`config.mk`:
```
export PLATFORM = sky130hd
export DESIGN_NAME = serial_debug_rx
export DESIGN_NICKNAME = d
export VERILOG_FILES = /design/src/rtl/dbg_rx_pkg.sv /design/src/rtl/dbg_rx_sync.sv /design/src/rtl/dbg_rx_frame.sv /design/src/rtl/dbg_rx_regs.sv /design/src/rtl/serial_debug_rx.sv
export SDC_FILE = /design/constraint.sdc
export NUM_CORES = 1
export LEC_CHECK = 0
export ABC_CLOCK_PERIOD_IN_PS = 2100
export CORE_ASPECT_RATIO = 1.1
export CORE_MARGIN = 1.5
export CORE_UTILIZATION = 60
export DETAILED_ROUTE_END_ITERATION = 10
export DONT_BUFFER_PORTS = 1
export PLACE_DENSITY_LB_ADDON = 0.05
export SETUP_SLACK_MARGIN = 0.05
export SYNTH_ARGS = -nofsm -noshare
export SYNTH_HDL_FRONTEND = slang
export SYNTH_SLANG_ARGS = --single-unit
export TNS_END_PERCENT = 1
```
`constraint.sdc`:
```
create_clock -name clk -period 2.1 [get_ports clk]
set_input_delay 0.21 -clock clk [delete_from_list [all_inputs] [get_ports clk]]
set_output_delay 0.21 -clock clk [all_outputs]
set_load 0.01 [all_outputs]
```
`src/rtl/dbg_rx_pkg.sv`:
```
// Package: shared state encoding, register addresses and parity helpers
// for the debug port serial receiver.
package dbg_rx_pkg;

    typedef enum logic [2:0] {
        RX_IDLE,
        RX_START,
        RX_DATA,
        RX_PAR,
        RX_STOP
    } rx_state_e;

    localparam logic ADDR_HOLD = 1'b0;
    localparam logic ADDR_STAT = 1'b1;

    // Parity bit is present unless the top mode bit is set.
    function automatic logic par_on(input logic [2:0] mode);
        return !mode[2];
    endfunction

    // Expected parity bit given the mode and the XOR of all data bits.
    function automatic logic par_expect(input logic [2:0] mode, input logic data_xor);
        case (mode[1:0])
            2'b00:   return data_xor;
            2'b01:   return !data_xor;
            2'b10:   return 1'b0;
            default: return 1'b1;
        endcase
    endfunction

endpackage

```
`src/rtl/dbg_rx_sync.sv`:
```
// Module: two-stage synchronizer for the asynchronous receive line.
// Assumes: line idles high, so both stages reset to 1.
module dbg_rx_sync (
    input  logic clk,
    input  logic rst_n,
    input  logic din,
    output logic dout
);
    logic meta_q;

    // Shift the line through two flops into the clock domain.
    always_ff @(posedge clk) begin
        if (!rst_n) begin
            meta_q <= 1'b1;
            dout   <= 1'b1;
        end else begin
            meta_q <= din;
            dout   <= meta_q;
        end
    end
endmodule

```
`src/rtl/dbg_rx_frame.sv`:
```
// Module: frame sampler. Detects and confirms the start bit, samples data,
// optional parity and stop bits at bit midpoints, and emits a one-cycle
// done pulse with the character and its error indications.
// Assumes: os_tick pulses at OSR times the bit rate; line is synchronized.
module dbg_rx_frame
    import dbg_rx_pkg::*;
#(
    parameter int OSR    = 16,
    parameter int DATA_W = 8
) (
    input  logic              clk,
    input  logic              rst_n,
    input  logic              line_s,
    input  logic              os_tick,
    input  logic [2:0]        par_mode,
    output logic              done,
    output logic [DATA_W-1:0] data,
    output logic              par_bad,
    output logic              stop_bad
);
    localparam int CNT_W = (OSR > 1) ? $clog2(OSR) : 1;
    localparam int IDX_W = (DATA_W > 1) ? $clog2(DATA_W) : 1;
    localparam int HALF  = OSR / 2;

    rx_state_e         state;
    logic [CNT_W-1:0]  cnt;
    logic [IDX_W-1:0]  idx;
    logic [DATA_W-1:0] shreg;
    logic [2:0]        mode_q;
    logic              par_bit;
    logic              bit_end;

    assign bit_end = (cnt == CNT_W'(OSR - 1));
    assign data    = shreg;

    // Step the frame state machine on each oversampling pulse.
    always_ff @(posedge clk) begin
        if (!rst_n) begin
            state    <= RX_IDLE;
            cnt      <= '0;
            idx      <= '0;
            shreg    <= '0;
            mode_q   <= '0;
            par_bit  <= 1'b0;
            done     <= 1'b0;
            par_bad  <= 1'b0;
            stop_bad <= 1'b0;
        end else begin
            done <= 1'b0;
            if (os_tick) begin
                case (state)
                    RX_IDLE: begin
                        if (!line_s) begin
                            state <= RX_START;
                            cnt   <= '0;
                        end
                    end
                    RX_START: begin
                        if (cnt == CNT_W'(HALF - 1)) begin
                            cnt <= '0;
                            idx <= '0;
                            mode_q <= par_mode;
                            state <= line_s ? RX_IDLE : RX_DATA;
                        end else begin
                            cnt <= cnt + 1'b1;
                        end
                    end
                    RX_DATA: begin
                        if (bit_end) begin
                            cnt   <= '0;
                            shreg <= {line_s, shreg[DATA_W-1:1]};
                            idx   <= idx + 1'b1;
                            if (idx == IDX_W'(DATA_W - 1))
                                state <= par_on(mode_q) ? RX_PAR : RX_STOP;
                        end else begin
                            cnt <= cnt + 1'b1;
                        end
                    end
                    RX_PAR: begin
                        if (bit_end) begin
                            cnt     <= '0;
                            par_bit <= line_s;
                            state   <= RX_STOP;
                        end else begin
                            cnt <= cnt + 1'b1;
                        end
                    end
                    RX_STOP: begin
                        if (bit_end) begin
                            cnt      <= '0;
                            done     <= 1'b1;
                            stop_bad <= !line_s;
                            par_bad  <= par_on(mode_q) &&
                                        (par_bit != par_expect(mode_q, ^shreg));
                            state    <= RX_IDLE;
                        end else begin
                            cnt <= cnt + 1'b1;
                        end
                    end
                    default: state <= RX_IDLE;
                endcase
            end
        end
    end
endmodule

```
`src/rtl/dbg_rx_regs.sv`:
```
// Module: holding register, sticky status flags and the register window.
// Assumes: done is a single-cycle pulse; read and write strobes last one cycle.
module dbg_rx_regs
    import dbg_rx_pkg::*;
#(
    parameter int DATA_W = 8
) (
    input  logic              clk,
    input  logic              rst_n,
    input  logic              done,
    input  logic [DATA_W-1:0] data,
    input  logic              par_bad,
    input  logic              stop_bad,
    input  logic              bus_addr,
    input  logic              bus_rd,
    input  logic              bus_wr,
    input  logic [DATA_W-1:0] bus_wdata,
    output logic [DATA_W-1:0] bus_rdata,
    output logic [DATA_W-1:0] hold_q,
    output logic              st_rdy,
    output logic              st_ovr,
    output logic              st_perr,
    output logic              st_ferr
);
    logic rd_hold;
    logic clr_err;

    assign rd_hold = bus_rd && (bus_addr == ADDR_HOLD);
    assign clr_err = bus_wr && (bus_addr == ADDR_HOLD) && bus_wdata[0];

    // Capture characters and maintain the flags; a new event wins over a clear.
    always_ff @(posedge clk) begin
        if (!rst_n) begin
            hold_q  <= '0;
            st_rdy  <= 1'b0;
            st_ovr  <= 1'b0;
            st_perr <= 1'b0;
            st_ferr <= 1'b0;
        end else begin
            if (done)
                hold_q <= data;
            st_rdy  <= done ? 1'b1 : (rd_hold ? 1'b0 : st_rdy);
            st_ovr  <= (done && st_rdy && !rd_hold) ? 1'b1 : (clr_err ? 1'b0 : st_ovr);
            st_perr <= (done && par_bad)  ? 1'b1 : (clr_err ? 1'b0 : st_perr);
            st_ferr <= (done && stop_bad) ? 1'b1 : (clr_err ? 1'b0 : st_ferr);
        end
    end

    // Select the addressed register for the read data bus.
    always_comb begin
        bus_rdata = '0;
        if (bus_addr == ADDR_HOLD)
            bus_rdata = hold_q;
        else
            bus_rdata[3:0] = {st_ferr, st_perr, st_ovr, st_rdy};
    end
endmodule

```
`src/rtl/serial_debug_rx.sv`:
```
// Module: top of the debug port serial receiver. Chains synchronizer,
// frame sampler and register block.
// Assumes: DATA_W >= 4 so the status byte fits the bus.
module serial_debug_rx #(
    parameter int OSR    = 16,
    parameter int DATA_W = 8
) (
    input  logic              clk,
    input  logic              rst_n,
    input  logic              rx_line,
    input  logic              os_tick,
    input  logic [2:0]        par_mode,
    input  logic              bus_addr,
    input  logic              bus_rd,
    input  logic              bus_wr,
    input  logic [DATA_W-1:0] bus_wdata,
    output logic [DATA_W-1:0] bus_rdata
);
    logic              line_s;
    logic              frm_done;
    logic [DATA_W-1:0] frm_data;
    logic              frm_par_bad;
    logic              frm_stop_bad;
    logic [DATA_W-1:0] hold_q;
    logic              st_rdy;
    logic              st_ovr;
    logic              st_perr;
    logic              st_ferr;

    dbg_rx_sync u_sync (
        .clk  (clk),
        .rst_n(rst_n),
        .din  (rx_line),
        .dout (line_s)
    );

    dbg_rx_frame #(.OSR(OSR), .DATA_W(DATA_W)) u_frame (
        .clk     (clk),
        .rst_n   (rst_n),
        .line_s  (line_s),
        .os_tick (os_tick),
        .par_mode(par_mode),
        .done    (frm_done),
        .data    (frm_data),
        .par_bad (frm_par_bad),
        .stop_bad(frm_stop_bad)
    );

    dbg_rx_regs #(.DATA_W(DATA_W)) u_regs (
        .clk      (clk),
        .rst_n    (rst_n),
        .done     (frm_done),
        .data     (frm_data),
        .par_bad  (frm_par_bad),
        .stop_bad (frm_stop_bad),
        .bus_addr (bus_addr),
        .bus_rd   (bus_rd),
        .bus_wr   (bus_wr),
        .bus_wdata(bus_wdata),
        .bus_rdata(bus_rdata),
        .hold_q   (hold_q),
        .st_rdy   (st_rdy),
        .st_ovr   (st_ovr),
        .st_perr  (st_perr),
        .st_ferr  (st_ferr)
    );
endmodule

```
==> impl_results.md, run 1 <==
* Status: completed
* Clock Path Buffers at 2
* Core Region at 3050 um^2
* Synth Net Count at 219
* CP endpoint kind: flip-flop
* Worst slew pin tran at 1060 ps
* FF+latch count, synth at 39
* Via count of the first global-routing pass at 1328
* Drt wl/cell at 14.5 um
* Drt drc at 0
* Post-CTS sizing at 0
* Ports at 26
* Syn Area/Cell at 9.71 um^2
* Post-CTS setup buffers at 0
* CTS clk-pin slew, worst paths at 130 ps
* Post-synthesis cell type count at 39
* # nets final at 221
* CTS tree: built
* Post-synthesis async set-or-reset flop share at 0
* Crit path max fanout at 37
* Final std cells w/o fill at 235
* Largest net degree at the start of global routing at 38
* Seq/Total Area, Yosys at 0.406
* Clk Tree Root Cell: clkbuf_4
* Startpoint type of the worst setup path: input port
* Total grt overflow at 0
* Layout cells sized above 1 at 0.104
* Ys flop type: dfxtp_1
* Yosys Warn Count at 0
* Number of buffers inserted by port buffering at 0
* Crit path required time at 2360 ps
* Final period utilization at 0.891
* Crit path time final at 1870 ps
* Routed Antenna Nets at 0
* Number of buffers created by CTS at 5
* PD cells at 654 nW/um^2
* H-tree Lvls at 2
* Max_slew headroom at 0.293
* WP data arrival at 2130 ps
* Vert. Die Dim at 62.4 um
* Area Overhead vs Synth at 5.73%
* MaxCap Viol Count at 0
* Slew Viols, Final at 0
* Tot Pwr at 1.33 mW
* Post-synth EDFFs at 0
* Initial core utilization at 0.631
* Max IR drop VDD at 0.000460 V
* Die area at 3550 um^2
* Setup TNS Final at 0 ps
* Cells after Synth at 198
* Hold Fails Final Rpt at 0
* Post-Place Cell Area at 1900 um^2
* RSZ-0062 raised after global routing: false
* Max Clk Rate at 535 MHz
* Initial DRC count at 97
* Crit Path Class: input port to flip-flop
* # placed instances at 222
* WL final at 3410 um
* Setup Skew at 17.9 ps
* Vias per Instance at 5.64
* P_leak at 0.702 nW
* Sink Count at 39
* Pre-antenna DRT Iters at 4
* # diodes at 0
* Final Wtd Congestion at 0.839
* # setup viols final at 0
* Total GRT Usage at 0.216
* Die width at 57.0 um
* Post-DP HPWL at 2260 um
* Clk_lat worst skew at 360 ps
* Min-Delay Path Class: input port to flip-flop
* Via count at 1325
* Cell area after layout at 2030 um^2
* Row cnt at 21
* Post-synthesis cell area at 1920 um^2
* Final Util at 0.667
* First-pass GRT wire length at 5890 um
* Initial antenna violation count at 0
==> final timing paths <==
kind	from	end	slack, ps	depth (start not counted)
worst max-delay path	rst_n	u_sync.meta_q	230	3
worst min-delay path	par_mode[2]	u_frame.mode_q[2]	20	2
worst max register to register	u_frame.cnt[0]	u_frame.data[1]	260	5
worst min register to register	u_sync.meta_q	u_sync.dout	440	1
==> cells in the mapped netlist (all sizes together) (3+ instances only) <==
cell type  instances  area share
and3               3      0.0098
clkbuf             5      0.0098
mux2               4       0.023
nor3b              4       0.021
inv                4      0.0078
dfxtp             39        0.41
xnor2              7       0.032
nand2b             4       0.013
nor2b             31        0.10
buf                6       0.030
a22oi              4       0.016
a21boi             5       0.021
nand3             10       0.026
nor2               6       0.012
nand2             11       0.021
and2               4       0.013
ha                 3       0.020
o21ai              8       0.023
mux2i             24        0.12
==> metal layers <==
metal  part of all wire  track usage
met5                  0            0
met4              0.022        0.113
met3              0.035       0.0849
met2               0.51        0.343
met1               0.43        0.247
==> power by group <==
part / internal (mW) / total [mW] / switching (mW)
clock: 0.281 / 0.533 / 0.252
combinational: 0.0261 / 0.0480 / 0.0219
sequential: 0.743 / 0.749 / 0.00652
total: 1.05 / 1.33 / 0.280
==> registers in the layout (all words and copies together) (netlist names), 3 cells and up <==
signal          flops
u_frame.cnt         4
u_frame.data        8
u_frame.idx         3
u_frame.mode_q      3
u_frame.state       3
u_regs.hold_q       8
==> repair_timing <==
action                     4_1_cts  5_1_grt
setup endpoints to repair        0        0
hold endpoints to repair        36        2
hold buffers                     3        2
==> placed cells by master (no fill, tap or decap), types with 2 or more instances in the layout <==
cell type       n
o21ai_1         5
o21a_1          2
a21boi_1        3
nor3_2          2
dlygate4sd3_1   5
nand3b_1        2
a22oi_1         4
dfxtp_1        39
nor3b_1         2
xnor2_1         7
mux2_2          4
nor3b_2         2
nand3_1        10
and2_1          4
nor2_1          6
nor2b_1        31
inv_1           4
nand2_1        11
and3_1          3
o21ai_0         2
mux2i_1        24
nand2b_1        4
ha_1            3
clkbuf_4        5
==> metrics by stage <==
| step | hold WS [ps] | setup WS [ps] |
|---|---|---|
| final | 16.5 | 230 |
| after detailed placement | 289 | 270 |
| after global routing | 4.07 | 97.8 |
| after CTS | 2.55 | 233 |
| after floorplan | 283 | 654 |
| after global placement | 287 | 356 |
==> layout make-up <==
type / count / area [um^2]
multi-input cells: 144 / 1050
fillers: 245 / 1010
flip-flops and latches: 39 / 781
repair buffers: 6 / 57.6
clock buffers: 6 / 51.3
well taps: 34 / 42.5
clock inverters: 2 / 35.0
inverters: 4 / 15.0
==> kinds of logic after synthesis <==
family                     after synthesis  synth area share
xor gates and xnor gates                 8            0.0364
buffers and inverters                   15            0.0475
DFF                                     39             0.406
and+or+nand+nor                         79             0.244
adders and majority gates                3            0.0195
AOI/OAI and AO/OA                       26            0.0982
muxes                                   28             0.148
==> worst max-delay path: stages <==
cell and delay, ps:
dlygate4sd3_1 1240, nand2b_1 100, dlygate4sd3_1 580
(Power assumes the default switching activity.)
==> run 2: changes to the inputs <==
--- a/config.mk
+++ b/config.mk
@@ -6,7 +6,6 @@
 export NUM_CORES = 1
 export LEC_CHECK = 0
 export ABC_CLOCK_PERIOD_IN_PS = 2100
-export CORE_ASPECT_RATIO = 1.1
 export CORE_MARGIN = 1.5
 export CORE_UTILIZATION = 60
 export DETAILED_ROUTE_END_ITERATION = 10
==> impl_results.md, run 2 (same netlist as run 1, synthesis figures left out) <==
* Gr busiest metal: met2
* Crit path max fanout at 11
* Worst reg2reg path depth at 5
* Post-CTS setup buffers at 0
* Layout cells sized above 1 at 0.105
* Pre-antenna DRT Iters at 4
* Final Wtd Congestion at 0.763
* Area of the multi-input gates at 1050 um^2
* Initial core utilization at 0.630
* Storage cell area at 781 um^2
* H-tree Lvls at 2
* Max Clk Rate at 582 MHz
* Vias per Instance at 5.37
* CP endpoint kind: flip-flop
* Commonest non-fill, non-tap cell in the layout: dfxtp_1
* Total GRT Usage at 0.216
* Filler cell count at 273
* Initial DRC count at 56
* Via count of the first global-routing pass at 1230
* CP max stage cell: dfxtp_1
* Post-DP HPWL at 2220 um
* Most frequent cells in the layout: 39 x dfxtp_1, 31 x nor2b_1, 24 x mux2i_1
* Worst slew pin tran at 880 ps
* Row cnt at 20
* PD cells at 648 nW/um^2
* Drt wl/cell at 13.6 um
* Hold Fails Final Rpt at 0
* Via count at 1311
* Number of buffers created by CTS at 5
* Sink Count at 39
* Setup Skew at 4.50 ps
* Cell area after layout at 2040 um^2
* Area Overhead vs Synth at 5.86%
* Crit Path Class: flip-flop to flip-flop
* Total grt overflow at 0
* WL final at 3310 um
* Reg2Reg Launch Point: u_frame.state[2]
* # nets final at 220
* Hold Path Depth at 2
* Worst path max stage delay at 610 ps
* Status: completed
* Largest net degree at the start of global routing at 34
* Final period utilization at 0.818
* CTS tree: built
* Startpoint type of the worst setup path: flip-flop
* Max_slew headroom at 0.411
* Slew Viols, Final at 0
* WP data arrival at 2000 ps
* Clock Path Buffers at 2
* Min-delay src: rst_n
* P_leak at 0.700 nW
* Met1 usage at 0.295
* Min-Delay Path Class: input port to flip-flop
* Final Util at 0.667
* Met2 usage at 0.327
* MaxCap Viol Count at 0
* Vert. Die Dim at 59.6 um
* Crit path time final at 1720 ps
* Number of buffers inserted by port buffering at 0
* Post-Place Cell Area at 1910 um^2
* Critical-path cell list: nor3b_1, o21ai_1, and3_1, o21ai_2, mux2i_1
* Critical path origin: u_frame.state[2]
* # diodes at 0
* Routed Antenna Nets at 0
* Max IR drop VDD at 0.000527 V
* RSZ-0062 raised after global routing: false
* CTS clk-pin slew, worst paths at 110 ps
* Clk_lat worst skew at 340 ps
* Crit path required time at 2380 ps
* Setup TNS Final at 0 ps
* GR Layer Usage met3 at 0.0677
* Initial antenna violation count at 0
* Core Region at 3050 um^2
* Clk Tree Root Cell: clkbuf_4
* Die width at 59.6 um
* Ports at 26
* Drt drc at 0
* Die area at 3550 um^2
* # setup viols final at 0
* First-pass GRT wire length at 5640 um
==> run 2: cell count changes in the layout (fill, tap and decap cells not counted) <==
cell / before / now
dlygate4sd3_1: 5 / 4
==> run 2: layout make-up <==
type / instances / area share
inverter: 4 / 0.00738
sequential: 39 / 0.384
tap: 44 / 0.0270
timing repair buffer: 5 / 0.0234
clock buffer: 6 / 0.0252
clock inverter: 2 / 0.0172
multi-input combinational: 144 / 0.516
==> run 2: worst paths after layout <==
path,slack [ps],to
setup / recovery,380,u_frame.state[1]
hold / removal,20,u_frame.state[0]
setup reg to reg,380,u_frame.state[1]
hold reg to reg,440,u_sync.dout
==> run 2: worst max-delay path: cells and delay by family, from the launching register on <==
kind | cells | cell delay, ps
and+or+nand+nor | 2 | 570
DFF | 1 | 610
AOI/OAI and AO/OA | 2 | 270
muxes | 1 | 210
==> run 2: per-layer routing <==
metal / wire (um) / share of wire
met2: 1510 / 0.45
met4: 43 / 0.013
met1: 1630 / 0.49
met5: 0 / 0
met3: 138 / 0.042
==> run 2: stage by stage <==
step                      hold slack (ps)  power [mW]  cells  setup slack (ps)
after CTS                           0.426        1.33    243               394
after detailed placement              291       0.797    232               429
after global placement                287       0.796    232               477
final                                17.8        1.32    244               381
after global routing                 2.20        1.38    244               249
after floorplan                       283       0.804    198               654
==> run 2: power by group <==
group / switching [mW] / leakage, nW / internal (mW)
Sequential: 0.00681 / 0.315 / 0.743
Clock: 0.243 / 0.0482 / 0.281
Combinational: 0.0207 / 0.337 / 0.0248
Total: 0.270 / 0.700 / 1.05
==> run 2: what timing repair did <==
action                                 in CTS  in global routing
hold buffers                                3                  1
endpoints found under the hold margin      33                  3
resized for setup                           0                  0
